===== src/rtl/fault_cadence_pkg.sv =====
package fault_cadence_pkg;
  typedef enum logic [1:0] {
    PH_IDLE  = 2'd0,
    PH_ON    = 2'd1,
    PH_OFF   = 2'd2,
    PH_PAUSE = 2'd3
  } phase_t;
endpackage


===== src/rtl/fc_prio_enc.sv =====
// Highest set flag wins; the output code is its index plus one, and 0 means no flag.
module fc_prio_enc #(
  parameter int NUM_FAULTS = 5,
  localparam int CW = $clog2(NUM_FAULTS + 1)
) (
  input  logic [NUM_FAULTS-1:0] faults,
  output logic [CW-1:0]         code,
  output logic                  any_fault
);
  always_comb begin
    code = '0;
    for (int i = 0; i < NUM_FAULTS; i++) begin
      if (faults[i]) code = CW'(i + 1);
    end
  end
  assign any_fault = |faults;
endmodule


===== src/rtl/fc_cadence_seq.sv =====
// Burst sequencer: flash ON, flash OFF (repeated), then pause; advances on tick only.
module fc_cadence_seq
  import fault_cadence_pkg::*;
#(
  parameter int NUM_FAULTS  = 5,
  parameter int FLASH_TICKS = 4,
  parameter int PAUSE_TICKS = 12,
  localparam int CW   = $clog2(NUM_FAULTS + 1),
  localparam int TMAX = (FLASH_TICKS > PAUSE_TICKS) ? FLASH_TICKS : PAUSE_TICKS,
  localparam int TW   = (TMAX > 1) ? $clog2(TMAX) : 1
) (
  input  logic          clk,
  input  logic          rst,
  input  logic          tick,
  input  logic [CW-1:0] code,
  output phase_t        phase,
  output logic [CW-1:0] flashes_left
);
  localparam logic [TW-1:0] FLASH_LAST = TW'(FLASH_TICKS - 1);
  localparam logic [TW-1:0] PAUSE_LAST = TW'(PAUSE_TICKS - 1);

  logic [TW-1:0] timer;
  logic          phase_end;

  always_comb begin
    unique case (phase)
      PH_ON, PH_OFF: phase_end = (timer == FLASH_LAST);
      PH_PAUSE:      phase_end = (timer == PAUSE_LAST);
      default:       phase_end = 1'b1;
    endcase
  end

  always_ff @(posedge clk) begin
    if (rst) begin
      phase        <= PH_IDLE;
      timer        <= '0;
      flashes_left <= '0;
    end else if (tick) begin
      if (!phase_end) begin
        timer <= timer + 1'b1;
      end else begin
        timer <= '0;
        unique case (phase)
          PH_IDLE, PH_PAUSE: begin
            if (code != '0) begin
              phase        <= PH_ON;
              flashes_left <= code;
            end else begin
              phase <= PH_IDLE;
            end
          end
          PH_ON: phase <= PH_OFF;
          PH_OFF: begin
            if (flashes_left == CW'(1)) begin
              phase <= PH_PAUSE;
            end else begin
              phase        <= PH_ON;
              flashes_left <= flashes_left - 1'b1;
            end
          end
          default: phase <= PH_IDLE;
        endcase
      end
    end
  end
endmodule


===== src/rtl/fc_led_drive.sv =====
// Registered active-low drive from the sequencer phase and the steady-on request.
module fc_led_drive
  import fault_cadence_pkg::*;
(
  input  logic   clk,
  input  logic   rst,
  input  phase_t phase,
  input  logic   steady_req,
  output logic   led_n
);
  logic lit;
  assign lit = (phase == PH_ON) || ((phase == PH_IDLE) && steady_req);

  always_ff @(posedge clk) begin
    if (rst) led_n <= 1'b1;
    else     led_n <= ~lit;
  end
endmodule


===== src/rtl/fault_cadence_led.sv =====
module fault_cadence_led
  import fault_cadence_pkg::*;
#(
  parameter int NUM_FAULTS  = 5,
  parameter int FLASH_TICKS = 4,
  parameter int PAUSE_TICKS = 12
) (
  input  logic                  clk,
  input  logic                  rst,
  input  logic                  tick,
  input  logic [NUM_FAULTS-1:0] faults,
  input  logic                  ext_squelch,
  output logic                  led_n
);
  localparam int CW = $clog2(NUM_FAULTS + 1);

  logic [CW-1:0] code;
  logic          any_fault;
  phase_t        phase;
  logic [CW-1:0] flashes_left;
  logic          steady_req;

  fc_prio_enc #(.NUM_FAULTS(NUM_FAULTS)) u_enc (
    .faults    (faults),
    .code      (code),
    .any_fault (any_fault)
  );

  fc_cadence_seq #(
    .NUM_FAULTS  (NUM_FAULTS),
    .FLASH_TICKS (FLASH_TICKS),
    .PAUSE_TICKS (PAUSE_TICKS)
  ) u_seq (
    .clk          (clk),
    .rst          (rst),
    .tick         (tick),
    .code         (code),
    .phase        (phase),
    .flashes_left (flashes_left)
  );

  assign steady_req = ext_squelch && !any_fault;

  fc_led_drive u_drv (
    .clk        (clk),
    .rst        (rst),
    .phase      (phase),
    .steady_req (steady_req),
    .led_n      (led_n)
  );
endmodule


===== config.mk =====
export PLATFORM = sky130hd
export DESIGN_NAME = fault_cadence_led
export DESIGN_NICKNAME = d
export VERILOG_FILES = /design/src/rtl/fault_cadence_pkg.sv /design/src/rtl/fc_prio_enc.sv /design/src/rtl/fc_cadence_seq.sv /design/src/rtl/fc_led_drive.sv /design/src/rtl/fault_cadence_led.sv
export SDC_FILE = /design/constraint.sdc
export NUM_CORES = 1
export LEC_CHECK = 0
export ABC_AREA = 0
export BUFFER_PORTS_ARGS = -buffer_cell sky130_fd_sc_hd__buf_2
export CAP_MARGIN = 20
export CORE_AREA = 4 4 41 43
export DETAILED_ROUTE_END_ITERATION = 7
export DIE_AREA = 0 0 45 47
export PLACE_DENSITY = 0.68
export SLEW_MARGIN = 20
export SYNTH_ARGS = -nofsm -noshare
export SYNTH_HDL_FRONTEND = slang
export SYNTH_HIERARCHICAL = 1
export SYNTH_SLANG_ARGS = --single-unit

===== constraint.sdc =====
create_clock -name clk -period 4.2 [get_ports clk]
set_input_delay 0.21 -clock clk [delete_from_list [all_inputs] [get_ports clk]]
set_output_delay 0.21 -clock clk [all_outputs]
set_load 0.1 [all_outputs]

# Word level (Yosys, flattened, before mapping)
# Index checks and enable logic that the tools add are counted.
[word_totals]
inputBits = 9
n_memories = 0
mem_bits_rw = 0
register_bits = 10
latchBits = 0
wordCells = 40
mem_bits_ro = 0
[classes]
n_shift = 0
reduce_logical = 12
div_mod_pow = 0
multipliers = 0
n_mux = 13
eq_ne = 8
addsub = 2
n_lt_le_gt_ge = 0
bitwise = 1
[op_table]
columns = ["op", "count"]
rows = [
  ["2-to-1 mux 3 bit", 4],
  ["2-to-1 mux 2 bit", 3],
  ["one-hot mux 2 bit (3 select lines)", 1],
  ["one-hot mux 3 bit (2 select lines)", 1],
  ["AND reduction 5 bit", 1],
  ["OR reduction 5 bit", 1],
  ["adder 4 x 1 -> 4 bit, second input constant", 1],
  ["== test 2 bit, second input constant", 2],
  ["== test 4 x 2 -> 1 bit, second input constant", 1],
  ["== test 4 bit, second input constant", 1],
  ["2-to-1 mux 4 bit", 1],
  ["OR reduction 2 bit", 2],
  ["== test 3 x 1 -> 1 bit, second input constant", 1],
  ["nonzero test 3 bit", 1],
  ["subtractor 3 x 1 -> 3 bit, second input constant", 1],
  ["== test 2 x 1 -> 1 bit, second input constant", 1],
  ["logical AND 1 bit", 2],
  ["zero test 2 bit", 1],
  ["2-to-1 mux 1 bit", 2],
  ["!= test 2 x 1 -> 1 bit, second input constant", 1],
  ["!= test 2 bit, second input constant", 1],
  ["one-hot mux 1 bit (2 select lines)", 1],
  ["AND reduction 2 bit", 1],
  ["nonzero test 2 bit", 1],
  ["3 further kinds", 3],
]

# Longest topological paths before layout
# Gate-level depths: netlist (run 1).
[depth]
ltp_word = 8
depth_mapped = 6

# By module
# The synthesis (run 1) kept the hierarchy.
[modules_own_cells]
columns = ["module", "cells_each", "area_each_um2", "instances"]
rows = [
  ["fc_cadence_seq", 57, 543.0, 1],
  ["fc_prio_enc", 7, 41.3, 1],
  ["fc_led_drive", 3, 28.8, 1],
  ["fault_cadence_led", 1, 13.8, 1],
]

# Least setup slack after synthesis (run 1)
# Ideal clock, no wire load.
[synth_timing]
path_kind = "register to register"
start = "register u_seq.phase[0]"
end = "register u_seq.flashes_left[2]"
setup_time_ps = 59
period_less_slack_ps = 1605
path_buffers = 0
t_required_ps = 4141
slack_ps = 2595
t_arrival_ps = 1546
path_stages_with_launch = 7
path_cell_list = "dfxtp_1 inv_1 ha_1 nor4_1 a21oi_1 a211oi_1 a31o_1"
[synth_via]
elab_chain_len = 4
elab_cells_between_ends = 12
classes_between = "5 x eq/ne; 2 x mux; 5 x reduce/logical"
[synth_lines]
columns = ["element", "line", "source"]
rows = [
  ["start, declared", "fc_cadence_seq.sv:16", "output phase_t phase,"],
  ["start signal, assigned", "fc_cadence_seq.sv:35", "phase <= PH_IDLE;"],
  ["start signal, assigned", "fc_cadence_seq.sv:46", "phase <= PH_ON;"],
  ["start signal, assigned", "fc_cadence_seq.sv:49", "phase <= PH_IDLE;"],
  ["== test 2 bit (tied with other cells)", "fc_cadence_seq.sv:26, fc_cadence_seq.sv:43", ""],
  ["OR reduction 2 bit (on tied branches)", "fc_cadence_seq.sv:26, fc_cadence_seq.sv:43", ""],
  ["one-hot mux 1 bit (2 select lines) (tied with other cells)", "fc_cadence_seq.sv:26", "unique case (phase)"],
  ["AND reduction 5 bit (no line)", "n/a", ""],
  ["end signal, assigned", "fc_cadence_seq.sv:47", "flashes_left <= code;"],
  ["end signal, assigned", "fc_cadence_seq.sv:58", "flashes_left <= flashes_left - 1'b1;"],
  ["end, declared", "fc_cadence_seq.sv:17", "output logic [CW-1:0] flashes_left"],
]
# Parallel ways exist; a longest one is shown, timed or not.
# A chain may end at the register's enable or synchronous reset.

# Final worst setup path (run 1)
[layout_timing]
start = "register u_seq.phase[0]"
end = "register u_seq.flashes_left[1]"
# Same word-level chain as after synthesis.

==> impl_metrics.json, run 1 <==
{
  "gp_congestion": 0.769,
  "area_growth_pct": 13.8,
  "vias": 511,
  "cp.arrival_ns": 1.96,
  "period_share_pct": 42.8,
  "placeableCoreArea_um2": 1300,
  "mostFrequentLayoutCells": "nor2_1 (12), dfxtp_1 (10), buf_2 (9), inv_1 (7), ha_1 (7)",
  "drive_above_1_share_pct": 23.8,
  "fillCellCount": 129,
  "skew_ns": 0.00170,
  "slowest_stage": "dfxtp_1",
  "ir_drop_mv": 0.114,
  "via_per_inst": 5.38,
  "timing.hold.ws_ns": 0.222,
  "cts_resized": 0,
  "rr_startpoint": "u_seq/phase[0]",
  "cts_sinks": 10,
  "initialDrtViolationCount": 20,
  "ant_nets": 0,
  "postCtsHoldBufs": 0,
  "p_leak_uw": 0.000315,
  "drt_pass1_iterations": 4,
  "multi_input_area_um2": 400,
  "min_from": "rst",
  "diodes": 0,
  "fp.dieH_um": 47,
  "yosys_warnings": 6,
  "ys_ff_latch": 10,
  "port_buffers": 9,
  "dieWidth_um": 45,
  "drcViolationCount": 0,
  "synthCells": 68,
  "whs_path_depth": 2,
  "grt_max_degree": 10,
  "tightest_slew_ns": 0.483,
  "htree_levels": 1,
  "post_dp_cell_area_um2": 691,
  "clk-insertion-delay-late_ns": 0.26,
  "worstHoldEndpoint": "u_seq/phase[1]",
  "ios": 10,
  "cp_max_fo": 5,
  "holdCritPathClass": "input pin to register",
  "postCtsSetupBuffers": 0,
  "critPathCaptureType": "register",
  "dpl.hpwl_um": 904,
  "seq_area_um2": 200,
  "critical_path.cell_chain": "inv_1, ha_1, nor4_1, a211oi_2, a21oi_1, a311oi_1",
  "crit_path_max_incr_delay_ns": 0.41,
  "rsz0062_at_grt": "false",
  "cp.required_ns": 4.36,
  "syn-num-nets": 84,
  "grt_pass1_wl_mm": 1.97,
  "grt-ovfl-total": 0,
  "rrSetupSlack_ns": 2.40,
  "wire_per_inst_um": 11.7,
  "status": "completed",
  "grt_pass1_vias": 488,
  "clk_path_buf_depth": 2,
  "avgSynthCellArea_um2": 9.22,
  "regToRegEndpoint": "u_seq/flashes_left[1]",
  "rows": 13,
  "seq_area_frac_synth_pct": 31.9,
  "final_area_um2": 713,
  "relSlewSlack_pct": 68.0,
  "tritoncts": "done",
  "critPathKind": "register to register",
  "synth_cell_types": 26,
  "finalHoldViolations": 0,
  "cts_buffers": 3,
  "start_util_pct": 48.2,
  "path_clk_slew_ns": 0.06,
  "grt_use_total_pct": 13.2,
  "design.die.area_um2": 2120,
  "antenna_found_initial": 0,
  "final_common_cell": "nor2_1",
  "nets": 98,
  "drt-total-wl_mm": 1.11,
  "cts_root_buf": "clkbuf_4",
  "finalSetupViolCount": 0,
  "tns_ns": 0,
  "timing.fmax_ghz": 0.556,
  "critPathLaunchType": "register",
  "post-route-min-period_ns": 1.80,
  "slew_viol_final": 0,
  "drv_cap": 0,
  "netlist_area_um2": 627,
  "r2r_cells": 6,
  "power_density_nw_per_um2": 325
}
-- Yosys cell counts --
cell	n	area share, %
o21ai_0	1	0.80
a211oi_1	2	2.4
mux2_2	1	1.8
or2_2	1	1.0
nor2b_4	1	2.2
ha_1	7	14
a311oi_1	2	2.8
o21ai_1	1	0.80
a221o_1	1	1.6
xnor2_1	2	2.8
nor2_1	12	7.2
or2_4	1	1.4
and3b_1	1	1.4
dfxtp_1	10	32
nand2_2	1	1.0
nor4_1	1	1.0
nand4_1	1	1.0
o31ai_4	1	3.4
or4_1	1	1.2
mux2i_1	3	4.8
xor2_1	3	4.2
inv_1	7	4.2
a211oi_2	1	2.0
nand2_1	1	0.60
a21oi_1	4	3.2
a31o_1	1	1.4
-- critical path, delay by kind of cell, from the launching register on --
| kind | cells | cell delay [ns] |
|---|---|---|
| AO/OA/AOI/OAI | 3 | 0.77 |
| buffers and inverters | 1 | 0.09 |
| adder cells (fa/ha/maj) | 1 | 0.35 |
| flip-flops | 1 | 0.41 |
| AND/OR/NAND/NOR | 1 | 0.09 |
-- stage by stage --
stage | power [uW] | setup WS [ns] | utilization (%) | std cells
final | 232 | 2.40 | 54.8 | 95
after global routing | 247 | 2.32 | 54.8 | 95
after CTS | 236 | 2.41 | 54.8 | 95
after detailed placement | 171 | 2.43 | 53.1 | 92
after global placement | 169 | 2.50 | 53.1 | 92
after floorplan | 155 | 2.59 | - | 68
-- layout make-up --
class,count,share of cell area (%)
tap,15,2.63
sequential,10,28.1
inverter,7,3.68
multi-input combinational,51,56.1
clock buffer,3,3.16
timing repair buffer,9,6.32
-- registers in the layout, summed over array words and instances (netlist names) --
signal and cells:
u_seq/flashes_left 3, u_seq/phase 2, u_seq/timer 4, u_drv/led_n 1
-- logic make-up (layout without fill, tap and decap cells) --
kind of cell | Yosys count | count (layout) | share of synthesized area, %
adder cells (fa/ha/maj) | 7 | 7 | 14.0
AND/OR/NAND/NOR | 21 | 21 | 18.0
flip-flops | 10 | 10 | 31.9
XOR/XNOR | 5 | 5 | 6.99
buffers and inverters | 7 | 19 | 4.19
multiplexers | 4 | 4 | 6.59
AO/OA/AOI/OAI | 14 | 14 | 18.4
-- how the worst max path moves through the flow --
stage / endpoint / startpoint / cells past startpoint
final: u_seq/flashes_left[1] / u_seq/phase[0] / 6
after global routing: u_seq/flashes_left[1] / u_seq/phase[0] / 6
after CTS: u_seq/flashes_left[2] / u_seq/phase[0] / 6
after detailed placement: u_seq/flashes_left[2] / u_seq/phase[0] / 6
after global placement: u_seq/flashes_left[2] / u_seq/phase[0] / 6
after floorplan: u_seq/flashes_left[2] / u_seq/phase[0] / 6
-- where the power goes --
part | internal (uW) | switching, uW | total (uW)
Combinational | 25.9 | 34.1 | 60.0
Clock | 32.9 | 29.5 | 62.4
Sequential | 103 | 6.63 | 109
-- metal layers --
metal	vias up	global-route usage [%]	wire [um]
met5	-	0	0
met4	0	10.5	31
met3	4	2.68	61
met2	16	21.2	508
met1	224	15.2	510
li1	267	-	-
Power figures use the tool's default switching activity.
==> inputs of run 2 (changes only) <==
Clock period 4.2 ns to 1.75 ns, I/O delays scaled along.
==> run 2 against run 1 <==
Effect of this change:
- total power rose to 2.7 times the previous value
- die area did not move
- sequential power rose by 140%
- combinational power rose to 2.8 times the previous value
- count of clock-buffer cells in the layout rose by 1
- final cell count rose by 2.1%
- final area rose by 8.1%
- global-route usage fell by 0.31 points
- hold slack got worse by 0.12 ns
- clock skew rose by 0.0043 ns
- critical path type unchanged
- via count fell by 2.2%
==> impl_metrics.json, run 2 (synthesis results as in run 1) <==
{
  "dieWidth_um": 45,
  "clk_path_buf_depth": 2,
  "cts_root_buf": "clkbuf_4",
  "cts_buffers": 3,
  "largest_reg_flops": 4,
  "grt_max_degree": 9,
  "drive_above_1_share_pct": 29.3,
  "finalSetupViolCount": 0,
  "critPathLaunchType": "register",
  "start_util_pct": 48.2,
  "path_clk_slew_ns": 0.07,
  "grt_pass1_wl_mm": 1.88,
  "diodes": 0,
  "critical_path.startpoint": "u_seq/phase[0]",
  "cp.arrival_ns": 1.80,
  "port_buffers": 9,
  "finalHoldViolations": 0,
  "clk-insertion-delay-late_ns": 0.26,
  "ant_nets": 0,
  "nets": 99,
  "critPathKind": "register to register",
  "drt_pass1_iterations": 3,
  "whs_path_depth": 2,
  "via_per_inst": 5.15,
  "initialDrtViolationCount": 4,
  "r2r_cells": 6,
  "status": "completed",
  "timing.fmax_ghz": 0.605,
  "grt-ovfl-total": 0,
  "worstHoldEndpoint": "u_seq/flashes_left[1]",
  "postCtsHoldBufs": 0,
  "grt_use_total_pct": 12.9,
  "period_share_pct": 94.5,
  "total_power_uw": 628,
  "ir_drop_mv": 0.338,
  "skew_ns": 0.00601,
  "tns_ns": 0,
  "vias": 500,
  "post-route-min-period_ns": 1.65,
  "dpl.hpwl_um": 885,
  "holdCritPathClass": "input pin to register",
  "regMostFlops": "u_seq/timer",
  "rows": 13,
  "grt_pass1_vias": 496,
  "power_density_nw_per_um2": 814,
  "cp.required_ns": 1.89,
  "antenna_found_initial": 0,
  "final_common_cell": "nor2_1",
  "mostFrequentLayoutCells": "nor2_1 (12), buf_2 (9), dfxtp_1 (9), inv_1 (7), ha_1 (6)",
  "relSlewSlack_pct": 67.3,
  "cts_sinks": 10,
  "ios": 10,
  "rr_startpoint": "u_seq/phase[0]",
  "drv_cap": 0,
  "timing.hold.ws_ns": 0.107,
  "fp.dieH_um": 47,
  "gp_congestion": 0.827,
  "slew_viol_final": 0,
  "post_dp_cell_area_um2": 698,
  "critPathCaptureType": "register",
  "regToRegEndpoint": "u_seq/phase[0]",
  "top_regs": "u_seq/timer: 4 flops, u_seq/flashes_left: 3 flops, u_seq/phase: 2 flops",
  "cp_max_fo": 7,
  "rsz0062_at_grt": "false",
  "tritoncts": "done",
  "rrSetupSlack_ns": 0.1,
  "tightest_slew_ns": 0.494,
  "final_area_um2": 771,
  "min_from": "rst",
  "area_growth_pct": 23.0,
  "drt-total-wl_mm": 1.13,
  "p_leak_uw": 0.000332,
  "placeableCoreArea_um2": 1300,
  "drcViolationCount": 0,
  "design.die.area_um2": 2120,
  "wire_per_inst_um": 11.7,
  "htree_levels": 1
}
run 2: what timing repair did:
item | 4_1_cts | 5_1_grt
resized for setup | 0 | 6
endpoints found under the hold margin | 0 | 0
buffers inserted | 0 | 0
endpoints found under the setup margin | 0 | 4
run 2: worst max path at each step:
| stage | end | slack, ns |
|---|---|---|
| floorplan | u_seq/flashes_left[2] | 0.14 |
| global placement | u_seq/flashes_left[0] | 0.07 |
| detailed placement | u_seq/flashes_left[2] | 0.03 |
| CTS | u_seq/flashes_left[0] | 0.02 |
| global route | u_seq/phase[0] | 0.03 |
| finish | u_seq/phase[0] | 0.1 |
run 2: power by group:
part           switching, uW  internal [uW]  leakage, uW  total (uW)
sequential              15.7            247    0.0000821         263
combinational           90.1           75.1     0.000229         165
clock                   73.7            126    0.0000210         200
run 2: cell type report:
type                            count  area [um^2]
Inverter                            7         26.3
Tap cell                           15         18.8
Sequential cell                    10          201
Clock buffer                        4         36.3
Fill cell                         123          531
Timing Repair Buffer               10         52.6
Multi-Input combinational cell     51          435
run 2: layer usage:
metal	part of all wire [%]	vias to the layer above	track usage, %
met5	0	-	0
met4	1.7	0	12.3
met3	3.2	2	2.30
met2	48	10	22.0
met1	47	220	13.1
li1	-	268	-
run 2: worst max-delay path, cell delays in order (launching register included):
cell     delay [ns]
dfxtp_2        0.34
ha_1           0.21
xor2_1         0.16
o31ai_4        0.36
buf_4          0.19
mux2i_1        0.22
nor2_1         0.06
run 2: stage by stage:
step | util [%] | std cells | setup WS [ns]
CTS | 56.4 | 97 | 0.0223
global placement | 53.7 | 93 | 0.0681
global route | 59.2 | 97 | 0.0317
finish | 59.2 | 97 | 0.0959
detailed placement | 53.7 | 93 | 0.0289
floorplan | - | 68 | 0.145
==> inputs of run 3 (changes only) <==
Settings changed: CORE_AREA 4 4 41 43 to 3 3 40 42, DIE_AREA 0 0 45 47 to 0 0 43 45, PLACE_DENSITY 0.68 to 0.72, SYNTH_HIERARCHICAL 1 to not set.
==> run 3 against run 2 <==
Effect of this change:
- wire length rose by 22%
- first-iteration DRC count rose to 4.5 times the previous value
- count of clock-buffer cells in the layout stayed put
- hold slack lost 0.011 ns
- total power up 2.8%
- maximum frequency up 3.3%
- sequential power shrank 2%
- non-clock buffer count rose by 1
- flip-flop and latch count stayed put
- setup slack better by 0.053 ns
- combinational power barely moved
==> impl_metrics.json, run 3 <==
{
  "status": "completed",
  "dpl.hpwl_um": 954,
  "avgSynthCellArea_um2": 9.40,
  "tightest_slew_ns": 0.484,
  "ant_nets": 0,
  "holdCritPathClass": "input pin to register",
  "grt_max_degree": 11,
  "power_frac_clock_pct": 34.3,
  "period_share_pct": 91.5,
  "syn-num-nets": 89,
  "switching_power_uw": 203,
  "synthTopCellsByArea": "dfxtp_1 (30%), ha_1 (15%), inv_1 (3.9%)",
  "grt-ovfl-total": 0,
  "critPathCaptureType": "register",
  "grt_use_total_pct": 15.7,
  "largest_reg_flops": 4,
  "dieWidth_um": 43,
  "synthCells": 72,
  "timing.fmax_ghz": 0.625,
  "skew_ns": 0.00521,
  "start_util_pct": 52.7,
  "antenna_found_initial": 0,
  "internal_power_uw": 442,
  "post-route-min-period_ns": 1.60,
  "synth_cell_types": 32,
  "power_density_nw_per_um2": 816,
  "design.die.area_um2": 1940,
  "rsz0062_at_grt": "false",
  "clk_path_buf_depth": 2,
  "rows": 13,
  "synth_edf_count": 0,
  "via_per_inst": 5.73,
  "netlist_area_um2": 677,
  "place_inst": 96,
  "cp.arrival_ns": 1.79,
  "drt_pass1_iterations": 4,
  "ios": 10,
  "cp_max_fo": 5,
  "area_growth_pct": 16.8,
  "instances_no_fill": 100,
  "vias": 573,
  "slew_viol_final": 0,
  "gp_congestion": 0.851,
  "port_buffers": 9,
  "seqPwrFrac_pct": 40.0,
  "relSlewSlack_pct": 68.0,
  "regMostFlops": "u_seq.timer",
  "grt_pass1_vias": 558,
  "tns_ns": 0,
  "sw_frac_of_total_pct": 31.5,
  "p_leak_uw": 0.000325,
  "synth_top_area_share_pct": 29.6,
  "ys_ff_latch": 10,
  "fp.dieH_um": 45,
  "seq_area_frac_synth_pct": 29.6,
  "finalSetupViolCount": 0,
  "wire_per_inst_um": 13.8,
  "drv_cap": 0,
  "tritoncts": "done",
  "cts_buffers": 3,
  "yosysMostFrequentCell": "dfxtp_1",
  "synth-main-ff-cell": "dfxtp_1",
  "drt-total-wl_mm": 1.38,
  "mostFrequentLayoutCells": "buf_2 (9), dfxtp_1 (9), inv_1 (7), ha_1 (7), a21oi_1 (5)",
  "async_reset_ff_share_pct": 0,
  "postCtsSetupBuffers": 0,
  "path_clk_slew_ns": 0.08,
  "yosys_warnings": 0,
  "diodes": 0,
  "initialDrtViolationCount": 18,
  "critPathKind": "register to register",
  "pwr-share-comb_pct": 25.8,
  "critical_path.cell_chain": "inv_1, ha_1, and3b_4, a211oi_4, a21oi_1, a311oi_1",
  "ir_drop_mv": 0.594,
  "netlist_top_cells_count": "dfxtp_1 (10), ha_1 (8), inv_1 (7)",
  "placeableCoreArea_um2": 1280,
  "drive_above_1_share_pct": 27.1,
  "critPathLaunchType": "register",
  "drcViolationCount": 0,
  "cp.required_ns": 1.94,
  "crit_path_max_incr_delay_ns": 0.37,
  "top_regs": "u_seq.timer: 4 flops, u_seq.flashes_left: 3 flops, u_seq.phase: 2 flops",
  "grt_pass1_wl_mm": 2.30,
  "timing.hold.ws_ns": 0.0960,
  "slowest_stage": "dfxtp_2",
  "cts_sinks": 10,
  "finalHoldViolations": 0,
  "nets": 103,
  "htree_levels": 1,
  "yosys.area.top_type": "dfxtp_1",
  "cts_root_buf": "clkbuf_4",
  "clk-insertion-delay-late_ns": 0.27,
  "total_power_uw": 645
}
==> run 3: what timing repair did <==
item,4_1_cts,5_1_grt
endpoints found under the setup margin,0,4
hold buffers,0,0
gates resized for setup,0,2
==> run 3: per-layer routing <==
layer	share of wire, %	track usage [%]
met5	0	0
met4	3.2	7.23
met3	3.3	2.79
met2	47	26.9
met1	46	19.2
==> run 3: kinds of logic after synthesis <==
| group | count (synthesis) | synth area share, % |
|---|---|---|
| multiplexers | 2 | 2.96 |
| flip-flops | 10 | 29.6 |
| XOR/XNOR | 4 | 5.18 |
| AND/OR/NAND/NOR | 21 | 19.4 |
| adder cells (fa/ha/maj) | 8 | 14.8 |
| buffers and inverters | 9 | 6.10 |
| AO/OA/AOI/OAI | 18 | 22.0 |
==> run 3: final timing paths <==
check / from / endpoint / slack (ns) / depth (start not counted)
min: rst / u_seq.flashes_left[2] / 0.1 / 2
min reg2reg: u_seq.flashes_left[2] / u_seq.flashes_left[2] / 0.49 / 2
max: u_seq.phase[0] / u_seq.flashes_left[1] / 0.15 / 6
max reg2reg: u_seq.phase[0] / u_seq.flashes_left[1] / 0.15 / 6
==> run 3: worst max-delay path, delay by kind of cell (launching register included) <==
family,cells,cell delay [ns]
AND/OR/NAND/NOR,1,0.20
buffers and inverters,1,0.09
adder cells (fa/ha/maj),1,0.23
flip-flops,1,0.37
AO/OA/AOI/OAI,3,0.63
==> run 3: through the flow <==
stage,cell area [um^2],setup slack [ns],utilization (%)
global route,791,0.0220,61.5
CTS,777,0.00655,60.5
floorplan,677,0.144,-
detailed placement,741,0.0350,57.6
finish,791,0.149,61.5
global placement,741,0.0742,57.6
==> run 3: area by class of cell <==
cell class	count	area [um^2]
Timing Repair Buffer	11	60.1
Fill cell	107	494
Multi-Input combinational cell	53	448
Tap cell	15	18.8
Clock buffer	4	36.3
Sequential cell	10	201
Inverter	7	26.3
==> run 3: power groups by stage <==
stage	Combinational, uW	Sequential [uW]	Clock [uW]
after CTS	159	257	216
after detailed placement	156	263	0
after global placement	155	262	0
final	166	258	221
after floorplan	106	274	0
after global routing	187	261	226
